<file path="src/rtl/tmr_fastclr_pkg.sv">
package tmr_fastclr_pkg;
  localparam int CNT_W    = 16;
  localparam int PRE_W    = 8;
  localparam int LSEL_W   = 3;
  localparam int A_CTRL   = 'h00;
  localparam int A_LSEL   = 'h01;
  localparam int A_PSEL   = 'h02;
  localparam int A_CHMODE = 'h03;
  localparam int A_CNTH   = 'h04;
  localparam int A_CNTL   = 'h05;
  localparam int A_CHFLG  = 'h06;
  localparam int A_OVFLG  = 'h07;
  localparam int A_ACCFLG = 'h08;
  localparam int A_ACCH   = 'h0A;
  localparam int A_ACCL   = 'h0B;
  localparam int A_CHAN   = 'h10;
  localparam int B_EN     = 0;
  localparam int B_FAST   = 1;
  localparam int B_PMODE  = 2;
endpackage

</file>
<file path="src/rtl/tmr_prescale.sv">
module tmr_prescale
  import tmr_fastclr_pkg::*;
(
  input  logic              clk,
  input  logic              rst_n,
  input  logic              en,
  input  logic              pmode,
  input  logic [LSEL_W-1:0] lsel,
  input  logic [PRE_W-1:0]  psel,
  output logic              tick
);
  logic [PRE_W-1:0] pre_q, pre_d, limit;

  always_comb begin
    limit = pmode ? psel : PRE_W'((1 << lsel) - 1);
    tick  = en && (pre_q == limit);
    if (!en || tick) pre_d = '0;
    else             pre_d = pre_q + 1'b1;
  end

  always_ff @(posedge clk or negedge rst_n) begin
    if (!rst_n) pre_q <= '0;
    else        pre_q <= pre_d;
  end

  AST_IDLE_NO_TICK: assert property (@(posedge clk) disable iff (!rst_n)
    !en |-> !tick);
endmodule

</file>
<file path="src/rtl/tmr_flagbank.sv">
module tmr_flagbank #(
  parameter int W = 8
) (
  input  logic         clk,
  input  logic         rst_n,
  input  logic [W-1:0] set,
  input  logic [W-1:0] clr,
  output logic [W-1:0] flag
);
  logic [W-1:0] flag_d;

  always_comb flag_d = (flag & ~clr) | set;

  always_ff @(posedge clk or negedge rst_n) begin
    if (!rst_n) flag <= '0;
    else        flag <= flag_d;
  end

  for (genvar k = 0; k < W; k++) begin : g_chk
    AST_SET_WINS: assert property (@(posedge clk) disable iff (!rst_n)
      set[k] |=> flag[k]);
    AST_FLAG_HOLD: assert property (@(posedge clk) disable iff (!rst_n)
      (!set[k] && !clr[k]) |=> $stable(flag[k]));
  end
endmodule

</file>
<file path="src/rtl/tmr_chan.sv">
module tmr_chan
  import tmr_fastclr_pkg::*;
(
  input  logic             clk,
  input  logic             rst_n,
  input  logic             cmp_mode,
  input  logic             evt,
  input  logic             cnt_tick,
  input  logic [CNT_W-1:0] cnt_cur,
  input  logic [CNT_W-1:0] cnt_nxt,
  input  logic             wr_hi,
  input  logic             wr_lo,
  input  logic [7:0]       wdata,
  output logic [CNT_W-1:0] data,
  output logic             hit
);
  logic [CNT_W-1:0] data_d;
  logic             cap;

  always_comb begin
    cap    = !cmp_mode && evt;
    hit    = cmp_mode ? (cnt_tick && (cnt_nxt == data)) : evt;
    data_d = data;
    if (cap) begin
      data_d = cnt_cur;
    end else begin
      if (wr_hi) data_d[15:8] = wdata;
      if (wr_lo) data_d[7:0]  = wdata;
    end
  end

  always_ff @(posedge clk or negedge rst_n) begin
    if (!rst_n) data <= '0;
    else        data <= data_d;
  end

  AST_CAPTURE_VALUE: assert property (@(posedge clk) disable iff (!rst_n)
    (!cmp_mode && evt) |=> (data == $past(cnt_cur)));
endmodule

</file>
<file path="src/rtl/tmr_fastclr.sv">
module tmr_fastclr
  import tmr_fastclr_pkg::*;
#(
  parameter int NCH = 8,
  parameter int AW  = 6
) (
  input  logic           clk,
  input  logic           rst_n,
  input  logic [AW-1:0]  addr,
  input  logic           rd_en,
  input  logic           wr_en,
  input  logic [7:0]     wdata,
  output logic [7:0]     rdata,
  input  logic [NCH-1:0] ch_evt,
  input  logic           acc_ovf_evt,
  input  logic           acc_edge_evt
);
  localparam int CHAN_BASE = A_CHAN >> 1;

  // reset: asynchronous assert, synchronous release
  logic [1:0] rst_pipe;
  logic       rst_q;
  always_ff @(posedge clk or negedge rst_n) begin
    if (!rst_n) rst_pipe <= '0;
    else        rst_pipe <= {rst_pipe[0], 1'b1};
  end
  assign rst_q = rst_pipe[1];

  // configuration registers
  logic              en_q, fast_q, pmode_q, lock_q;
  logic              en_d, fast_d, pmode_d, lock_d;
  logic [LSEL_W-1:0] lsel_q, lsel_d;
  logic [PRE_W-1:0]  psel_q, psel_d;
  logic [NCH-1:0]    mode_q, mode_d;
  logic              wr_ctrl;

  always_comb begin
    wr_ctrl = wr_en && (int'(addr) == A_CTRL);
    en_d    = en_q;
    fast_d  = fast_q;
    pmode_d = pmode_q;
    lock_d  = lock_q;
    lsel_d  = lsel_q;
    psel_d  = psel_q;
    mode_d  = mode_q;
    if (wr_ctrl) begin
      en_d   = wdata[B_EN];
      fast_d = wdata[B_FAST];
      lock_d = 1'b1;
      if (!lock_q) pmode_d = wdata[B_PMODE];
    end
    if (wr_en && int'(addr) == A_LSEL)   lsel_d = wdata[LSEL_W-1:0];
    if (wr_en && int'(addr) == A_PSEL)   psel_d = wdata[PRE_W-1:0];
    if (wr_en && int'(addr) == A_CHMODE) mode_d = wdata[NCH-1:0];
  end

  always_ff @(posedge clk or negedge rst_q) begin
    if (!rst_q) begin
      en_q    <= 1'b0;
      fast_q  <= 1'b0;
      pmode_q <= 1'b0;
      lock_q  <= 1'b0;
      lsel_q  <= '0;
      psel_q  <= '0;
      mode_q  <= '0;
    end else begin
      en_q    <= en_d;
      fast_q  <= fast_d;
      pmode_q <= pmode_d;
      lock_q  <= lock_d;
      lsel_q  <= lsel_d;
      psel_q  <= psel_d;
      mode_q  <= mode_d;
    end
  end

  // prescaler and counter
  logic             tick;
  logic [CNT_W-1:0] cnt_q, cnt_nxt, cnt_d;

  tmr_prescale u_pre (
    .clk   (clk),
    .rst_n (rst_q),
    .en    (en_q),
    .pmode (pmode_q),
    .lsel  (lsel_q),
    .psel  (psel_q),
    .tick  (tick)
  );

  always_comb begin
    cnt_nxt = cnt_q + 1'b1;
    cnt_d   = tick ? cnt_nxt : cnt_q;
  end

  always_ff @(posedge clk or negedge rst_q) begin
    if (!rst_q) cnt_q <= '0;
    else        cnt_q <= cnt_d;
  end

  // channels
  logic [NCH-1:0]   ch_sel, ch_hit, ch_clr, ch_flag;
  logic [CNT_W-1:0] ch_data [NCH];

  for (genvar i = 0; i < NCH; i++) begin : g_ch
    assign ch_sel[i] = (int'(addr) >> 1) == (CHAN_BASE + i);

    tmr_chan u_ch (
      .clk      (clk),
      .rst_n    (rst_q),
      .cmp_mode (mode_q[i]),
      .evt      (ch_evt[i]),
      .cnt_tick (tick),
      .cnt_cur  (cnt_q),
      .cnt_nxt  (cnt_nxt),
      .wr_hi    (wr_en && ch_sel[i] && !addr[0]),
      .wr_lo    (wr_en && ch_sel[i] &&  addr[0]),
      .wdata    (wdata),
      .data     (ch_data[i]),
      .hit      (ch_hit[i])
    );

    assign ch_clr[i] = (wr_en && int'(addr) == A_CHFLG && wdata[i])
                     | (fast_q && ch_sel[i] &&
                        ((!mode_q[i] && rd_en) || (mode_q[i] && wr_en)));
  end

  // overflow and accumulator flags
  logic       acc_touch, cnt_touch, ovf_set, ovf_clr, ovf_flag;
  logic [1:0] acc_set, acc_clr, acc_flag;

  always_comb begin
    cnt_touch = (rd_en || wr_en) && (int'(addr) == A_CNTH || int'(addr) == A_CNTL);
    acc_touch = (rd_en || wr_en) && (int'(addr) == A_ACCH || int'(addr) == A_ACCL);
    ovf_set   = tick && (&cnt_q);
    ovf_clr   = (wr_en && int'(addr) == A_OVFLG && wdata[0]) || (fast_q && cnt_touch);
    acc_set   = {acc_edge_evt, acc_ovf_evt};
    acc_clr   = ({2{wr_en && int'(addr) == A_ACCFLG}} & wdata[1:0])
              | {2{fast_q && acc_touch}};
  end

  tmr_flagbank #(.W(NCH)) u_chflg (
    .clk (clk), .rst_n (rst_q), .set (ch_hit), .clr (ch_clr), .flag (ch_flag)
  );

  tmr_flagbank #(.W(1)) u_ovflg (
    .clk (clk), .rst_n (rst_q), .set (ovf_set), .clr (ovf_clr), .flag (ovf_flag)
  );

  tmr_flagbank #(.W(2)) u_accflg (
    .clk (clk), .rst_n (rst_q), .set (acc_set), .clr (acc_clr), .flag (acc_flag)
  );

  // read mux
  always_comb begin
    rdata = '0;
    case (int'(addr))
      A_CTRL:   rdata = {5'b0, pmode_q, fast_q, en_q};
      A_LSEL:   rdata = 8'(lsel_q);
      A_PSEL:   rdata = 8'(psel_q);
      A_CHMODE: rdata = 8'(mode_q);
      A_CNTH:   rdata = cnt_q[15:8];
      A_CNTL:   rdata = cnt_q[7:0];
      A_CHFLG:  rdata = 8'(ch_flag);
      A_OVFLG:  rdata = {7'b0, ovf_flag};
      A_ACCFLG: rdata = {6'b0, acc_flag};
      default: begin
        for (int i = 0; i < NCH; i++) begin
          if (ch_sel[i]) rdata = addr[0] ? ch_data[i][7:0] : ch_data[i][15:8];
        end
      end
    endcase
  end

  AST_PMODE_LOCK: assert property (@(posedge clk) disable iff (!rst_q)
    lock_q |=> $stable(pmode_q));
  AST_OVF_WRAP: assert property (@(posedge clk) disable iff (!rst_q)
    (tick && cnt_q == 16'hFFFF) |=> (ovf_flag && cnt_q == 16'h0000));
  AST_CNT_HOLD: assert property (@(posedge clk) disable iff (!rst_q)
    !en_q |=> $stable(cnt_q));
  AST_FAST_CNT_CLR: assert property (@(posedge clk) disable iff (!rst_q)
    (fast_q && cnt_touch && !ovf_set) |=> !ovf_flag);
endmodule

</file>
<file path="config.mk">
export PLATFORM = sky130hd
export DESIGN_NAME = tmr_fastclr
export DESIGN_NICKNAME = d
export VERILOG_FILES = /design/src/rtl/tmr_fastclr_pkg.sv /design/src/rtl/tmr_prescale.sv /design/src/rtl/tmr_flagbank.sv /design/src/rtl/tmr_chan.sv /design/src/rtl/tmr_fastclr.sv
export SDC_FILE = /design/constraint.sdc
export NUM_CORES = 1
export LEC_CHECK = 0
export ABC_AREA = 0
export BUFFER_PORTS_ARGS = -buffer_cell sky130_fd_sc_hd__buf_2
export CAP_MARGIN = 20
export CELL_PAD_IN_SITES_DETAIL_PLACEMENT = 1
export CELL_PAD_IN_SITES_GLOBAL_PLACEMENT = 1
export CORE_ASPECT_RATIO = 0.7
export CORE_MARGIN = 3
export CORE_UTILIZATION = 50
export CTS_BUF_LIST = sky130_fd_sc_hd__clkbuf_4 sky130_fd_sc_hd__clkbuf_8 sky130_fd_sc_hd__clkbuf_16
export DETAILED_ROUTE_END_ITERATION = 6
export MAX_ROUTING_LAYER = met4
export PLACE_DENSITY_LB_ADDON = 0.1
export SLEW_MARGIN = 20
export SYNTH_ARGS = -nofsm -noshare
export SYNTH_HDL_FRONTEND = slang
export SYNTH_HIERARCHICAL = 1
export SYNTH_SLANG_ARGS = --single-unit
</file>
<file path="constraint.sdc">
create_clock -name clk -period 7.72 [get_ports clk]
set_input_delay 0.772 -clock clk [delete_from_list [all_inputs] [get_ports clk]]
set_output_delay 0.772 -clock clk [all_outputs]
set_load 0.02 [all_outputs]
</file>
# Word level (Yosys, flattened, before mapping)
# Index checks and enable logic that the tools add are counted.
[totals] ff_bits=188 memories=0 mem_bits_rw=0 latch_bits=0 rom_bits=0
[op_classes] div=0 reduce_logical=137 mul=0 bitwise=20 addsub=3 eq_ne=35 n_shift=1 n_lt_le_gt_ge=0 muxes=51
[op_table] op="8-bit two-way mux" n=34
[op_table] op="16-bit equality test" n=8
[op_table] op="16-bit two-way mux" n=8
[op_table] op="1-bit logical AND" n=94
[op_table] op="8-bit one-hot mux with 9 select lines" n=1
[op_table] op="5-bit equality test, second input constant" n=8
[op_table] op="6-bit by 3-bit equality test with 1-bit output, second input constant" n=6
[op_table] op="2-bit nonzero test" n=16
[op_table] op="6-bit by 4-bit equality test with 1-bit output, second input constant" n=5
[op_table] op="6-bit by 2-bit equality test with 1-bit output, second input constant" n=3
[op_table] op="6-bit by 5-bit equality test with 1-bit output, second input constant" n=3
[op_table] op="16-bit by 1-bit adder with 16-bit output, second input constant" n=1
[op_table] op="16-bit AND reduction" n=1
[op_table] op="1-bit logical OR" n=13
[op_table] op="6-bit zero test" n=2
[op_table] op="1-bit zero test" n=10
[op_table] op="1-bit bitwise OR" n=9
[op_table] op="8-bit by 1-bit adder with 8-bit output, second input constant" n=1
[op_table] op="8-bit bitwise AND" n=1
[op_table] op="8-bit equality test" n=1
[op_table] op="1-bit two-way mux" n=8
[op_table] op="8-bit NOT" n=1
[op_table] op="8-bit bitwise OR" n=1
[op_table] op="1-bit by 3-bit left shift with 8-bit output, first input constant" n=1
[op_table] op="8 further kinds" n=11

# Longest topological paths before layout
[depth] word_depth=10 mapped_depth=13 depth_no_buf=12

# Modules after synthesis
# Netlist, hierarchy kept.
[modules_own_cells] module="tmr_chan" instances=8 area_per_inst_um2=915.9 cells_each=92 seq_area_each_um2=400.4
[modules_own_cells] module="tmr_fastclr" instances=1 area_per_inst_um2=4013.8 cells_each=457 seq_area_each_um2=1026.0
[modules_own_cells] module="tmr_prescale" instances=1 area_per_inst_um2=708.2 cells_each=73 seq_area_each_um2=200.2
[modules_own_cells] module="tmr_flagbank (u_chflg)" instances=1 area_per_inst_um2=290.3 cells_each=24 seq_area_each_um2=200.2
[modules_own_cells] module="tmr_flagbank (u_accflg)" instances=1 area_per_inst_um2=72.6 cells_each=6 seq_area_each_um2=50.0
[modules_own_cells] module="tmr_flagbank (u_ovflg)" instances=1 area_per_inst_um2=36.3 cells_each=3 seq_area_each_um2=25.0

# Least setup slack after synthesis
# OpenSTA, ideal clock, no wires.
[synth_timing] path_kind="flip-flop to flip-flop" from="reg lsel_q[2]" to="reg cnt_q[15]" slack_ps=4359 setup_time_ps=132 n_path_buf=2 t_arrival_ps=3229 stages_incl_launch_ff=12 cell_sequence="dfrtp_1 -> buf_6 -> or3_4 -> ha_1 -> o211a_1 -> o41ai_2 -> xnor2_1 -> nor4b_2 -> and3_1 -> clkbuf_1 -> nand4_1 -> xnor2_1"
[synth_between] elab_chain_len=5
[synth_rtl] item="start, declared" line_no="tmr_fastclr.sv:32" source="logic [LSEL_W-1:0] lsel_q, lsel_d;"
[synth_rtl] item="start signal, assigned" line_no="tmr_fastclr.sv:71" source="lsel_q <= lsel_d;"
[synth_rtl] item="1-bit by 3-bit left shift with 8-bit output" line_no="tmr_prescale.sv:15" source="limit = pmode ? psel : PRE_W'((1 << lsel) - 1);"
[synth_rtl] item="8-bit by 2-bit subtractor with 8-bit output" line_no="tmr_prescale.sv:15"
[synth_rtl] item="8-bit two-way mux" line_no="tmr_prescale.sv:15"
[synth_rtl] item="8-bit equality test" line_no="tmr_prescale.sv:16" source="tick = en && (pre_q == limit);"
[synth_rtl] item="1-bit logical AND" line_no="tmr_prescale.sv:16"
[synth_rtl] item="via tick" line_no="tmr_fastclr.sv:78" source="logic tick;"
[synth_rtl] item="end signal, assigned" line_no="tmr_fastclr.sv:98" source="else cnt_q <= cnt_d;"
[synth_rtl] item="end, declared" line_no="tmr_fastclr.sv:79" source="logic [CNT_W-1:0] cnt_q, cnt_nxt, cnt_d;"
# The timed path passes the listed nets, and every way through them passes these cells.
# A chain may end at the register's enable or synchronous reset.

# Worst setup path in the final report
[layout_timing] from="reg cnt_q[2]" to="reg u_chflg.flag[1]"
[layout_between] elab_chain_len=5
[layout_rtl] item="16-bit by 1-bit adder with 16-bit output" line_no="tmr_fastclr.sv:92" source="cnt_nxt = cnt_q + 1'b1;"
[layout_rtl] item="via cnt_nxt[15]" line_no="tmr_fastclr.sv:79"
[layout_rtl] item="16-bit equality test" line_no="tmr_chan.sv:22" source="hit = cmp_mode ? (cnt_tick && (cnt_nxt == data)) : evt;"
[layout_rtl] item="1-bit logical AND" line_no="tmr_chan.sv:22"
[layout_rtl] item="1-bit two-way mux" line_no="tmr_chan.sv:22"
[layout_rtl] item="via ch_hit[1]" line_no="tmr_fastclr.sv:102" source="logic [NCH-1:0] ch_sel, ch_hit, ch_clr, ch_flag;"
[layout_rtl] item="8-bit bitwise OR" line_no="tmr_flagbank.sv:12" source="always_comb flag_d = (flag & ~clr) | set;"
[layout_rtl] item="via u_chflg.flag_d[1]" line_no="tmr_flagbank.sv:10" source="logic [W-1:0] flag_d;"
[layout_rtl] item="end signal, assigned" line_no="tmr_flagbank.sv:16" source="else flag <= flag_d;"
[layout_rtl] item="end, declared" line_no="tmr_flagbank.sv:8" source="output logic [W-1:0] flag"
# The timed path passes the listed nets, and every way through them passes these cells.

==> run_results.csv <==
group,metric,value,unit
power_and_ir_drop,leakage,5.109,nW
critical_path,end_kind,"register",
clocking,htree_levels,4,
clocking,post_cts_resized,0,
layout,syn_to_final_growth,8.423,%
clocking,post_cts_buffers,0,
clocking,cts_sinks,188,
critical_path,cpPeakStageDelay,1040,ps
place,io_buffers,35,
min_path,hp-class,"in2async",
timing,finClkSkew,13.06,ps
timing,tightest_slew,1157,ps
critical_path,crit_fanout,13,
flow_run,max-cap-violations,0,
synthesis,synth_flop_cell,"dfrtp_1",
power_and_ir_drop,power_density,210.3,nW/um2
synthesis,synth_most_common_cell,"nand2_1",
synthesis,synth_cell_types,69,
synthesis,syn-num-nets,1330,
layout,stdcell_count,1626,
synthesis,syn_inst,1299,
global_routing,grt_usage,37.71,%
place,dp.cells,1592,
place,place_hpwl,33.11,mm
synthesis,ys_seq_area_share,37.79,%
detailed_routing,detail-route-antenna-nets,0,
clocking,clk_path_buf_depth,2,
global_routing,grt_max_degree,127,
die,core,24050,um2
critical_path,crit_type,"reg2reg",
die,num_rows,47,
place,placed_area,12840,um2
layout,final_area,13500,um2
critical_path,critPathRequiredTime,8110,ps
critical_path,crit_buf_inv,1,
die,fp.dieW,194.6,um
die,io_pins,36,
power_and_ir_drop,peakVddDrop,0.0001881,V
synthesis,synthArstFlopShare,100.0,%
clocking,cts_root_buf,"clkbuf_16",
detailed_routing,vias,10730,
critical_path,cpLargestDelayFamily,"simple AND/OR/NAND/NOR gates",
synthesis,synthTopCellsByArea,"dfrtp_1 (38%), mux2i_1 (14%), xnor2_1 (10%)",
synthesis,synth_edf_count,0,
synthesis,synth-seq-cells,188,
detailed_routing,post_drt_via_cell_ratio,6.599,
synthesis,synthesis.area,12450,um2
timing,tns,0,ps
detailed_routing,drtPass1Iterations,6,
timing,fin_crit_sh,56.56,%
timing,final.min_clock_period,4366,ps
timing,slew_viol_final,0,
clocking,cts_tree,"built",
detailed_routing,post-route-drc-count,0,
timing,rsz0062_at_grt,"no",
critical_path,crit_chain,"nand3_2 -> nor4_4 -> and3_1 -> nand3_1 -> xnor2_1 -> buf_4 -> xnor2_1 -> nand4_1 -> nor4_1 -> a41o_1 -> a21o_1",
clocking,clk_latency,450,ps
timing,setup_viol,0,
clocking,numCtsBuffers,17,
global_routing,grt_first_pass_wirelength,73.89,mm
detailed_routing,drt_iter0_drc,1283,
synthesis,yosys_warnings,6,
detailed_routing,avgRoutedWirePerCell,30.47,um
place,place_congestion,1.010,
clocking,hold_buffers,0,
die,start_util,51.76,%
critical_path,crit_top_cell,"xnor2_1",
synthesis,syn_avg_cell_area,9.583,um2
global_routing,grt_overflow,0,
global_routing,grt_pass1_vias,10990,
synthesis,netlist.area_leader.share,37.79,%
status,outcome,"finished, final reports clean",
layout,drive_gt1_share,12.49,%
synthesis,yosys-top-cells-count,"nand2_1 (190), dfrtp_1 (188), mux2i_1 (172)",
die,die_area,26860,um2
synthesis,synth_largest_area_cell,"dfrtp_1",
critical_path,arrival,4760,ps
timing,slew_headroom,22.57,%
detailed_routing,wirelength,49.54,mm
timing,max_freq,0.2290,GHz
timing,hold_violations,0,
critical_path,cp-start-kind,"register",
clocking,clkSlewWorstSetupHoldPaths,70,ps
die,dieHeight,138.0,um
layout,nets,1324,
global_routing,antenna_found_initial,3,
critical_path,critPathSlowestCell,"dfrtp_1",
## metrics by stage
stage	utilization (%)	setup slack [ps]	hold slack, ps	power (mW)
2_1_floorplan	-	2093	331.2	1.581
3_3_place_gp	53.38	3666	340.6	1.793
3_5_place_dp	53.38	3574	344.1	1.815
4_1_cts	56.08	3496	75.98	2.819
5_1_grt	56.12	3218	75.59	2.928
6_report	56.12	3354	91.05	2.839
## kinds of logic (layout without fill, tap and decap cells)
group	Yosys count	in the layout	share of synthesized area, %
other cells	1	4	0.03012
flops	188	188	37.79
buf+inv	90	96	3.548
mux	227	227	19.14
simple gates	354	354	14.48
xor+xnor	171	171	12.03
compound gates	265	265	12.67
fa+ha+maj	3	3	0.3016
## sequential cells by signal, summed over array words and instances, names as in the netlist
| signal | count |
|---|---|
| g_ch.u_ch/data | 128 |
| cnt_q | 16 |
| mode_q | 8 |
| psel_q | 8 |
| u_chflg/flag | 8 |
| u_pre/pre_q | 8 |
| lsel_q | 3 |
| rst_pipe | 2 |
| u_accflg/flag | 2 |
| en_q | 1 |
| fast_q | 1 |
| lock_q | 1 |
| pmode_q | 1 |
| u_ovflg/flag | 1 |
## path summary, 6_finish.rpt
| path | from | endpoint | slack (ps) | cells past startpoint |
|---|---|---|---|---|
| hold / removal | rst_n | rst_pipe[1] | 90 | 1 |
| min in group clk | rst_pipe[0] | rst_pipe[1] | 360 | 0 |
| setup reg to reg | cnt_q[2] | u_chflg/flag[1] | 3350 | 11 |
| max in group asynchronous | rst_pipe[1] | u_chflg/flag[5] | 6040 | 1 |
| setup / recovery | cnt_q[2] | u_chflg/flag[1] | 3350 | 11 |
| hold reg to reg | rst_pipe[0] | rst_pipe[1] | 360 | 0 |
## worst reg2reg max path: stages, from the launching register on
cell and delay (ps):
dfrtp_1 1040, nand3_2 410, nor4_4 520, and3_1 350, nand3_1 140, xnor2_1 530, buf_4 340, xnor2_1 160
nand4_1 140, nor4_1 310, a41o_1 270, a21o_1 90
## area by class of cell
| cell class | count | area [um2] |
|---|---|---|
| flip-flops and latches | 188 | 4708 |
| fillers | 2688 | 10560 |
| clock buffers | 21 | 461.7 |
| well taps | 318 | 397.9 |
| multi-input cells | 1021 | 7370 |
| clock inverters | 10 | 188.9 |
| inverters | 14 | 52.55 |
| repair buffers | 51 | 310.3 |
| diodes | 3 | 7.507 |
## report_power, final
group	internal, mW	switching (mW)	total [mW]
clock network	0.595	0.415	1.01
registers	1.05	0.132	1.18
logic	0.248	0.399	0.647
total	1.89	0.946	2.84
## placed cells by master (no fill, tap or decap), types with 4 or more instances in the layout
cell type / instances
bufinv_16: 5
nand2b_1: 4
a21o_1: 11
buf_4: 16
xnor2_1: 148
buf_2: 34
a211oi_1: 16
clkbuf_16: 17
nand4_1: 28
a22oi_1: 13
mux2_2: 39
nand2_1: 190
nor3b_1: 4
xor2_1: 14
and2b_4: 8
inv_1: 14
nor4_1: 8
dfrtp_1: 187
nand3_1: 22
o211ai_1: 9
mux2_4: 8
a21oi_1: 20
o31ai_1: 9
nor2_1: 29
a41o_1: 8
mux2i_1: 172
mux2_1: 7
o21ai_1: 128
xor2_2: 9
and3_1: 21
o21ai_0: 36
and2_1: 7
## metal layers
| layer | up-vias | GRT usage (%) | part of all wire [%] |
|---|---|---|---|
| met5 | - | - | 0 |
| met4 | 0 | 13.10 | 3.7 |
| met3 | 136 | 8.560 | 11 |
| met2 | 578 | 54.45 | 43 |
| met1 | 5430 | 52.46 | 42 |
| li1 | 4586 | - | - |
(Power assumes the default switching activity.)
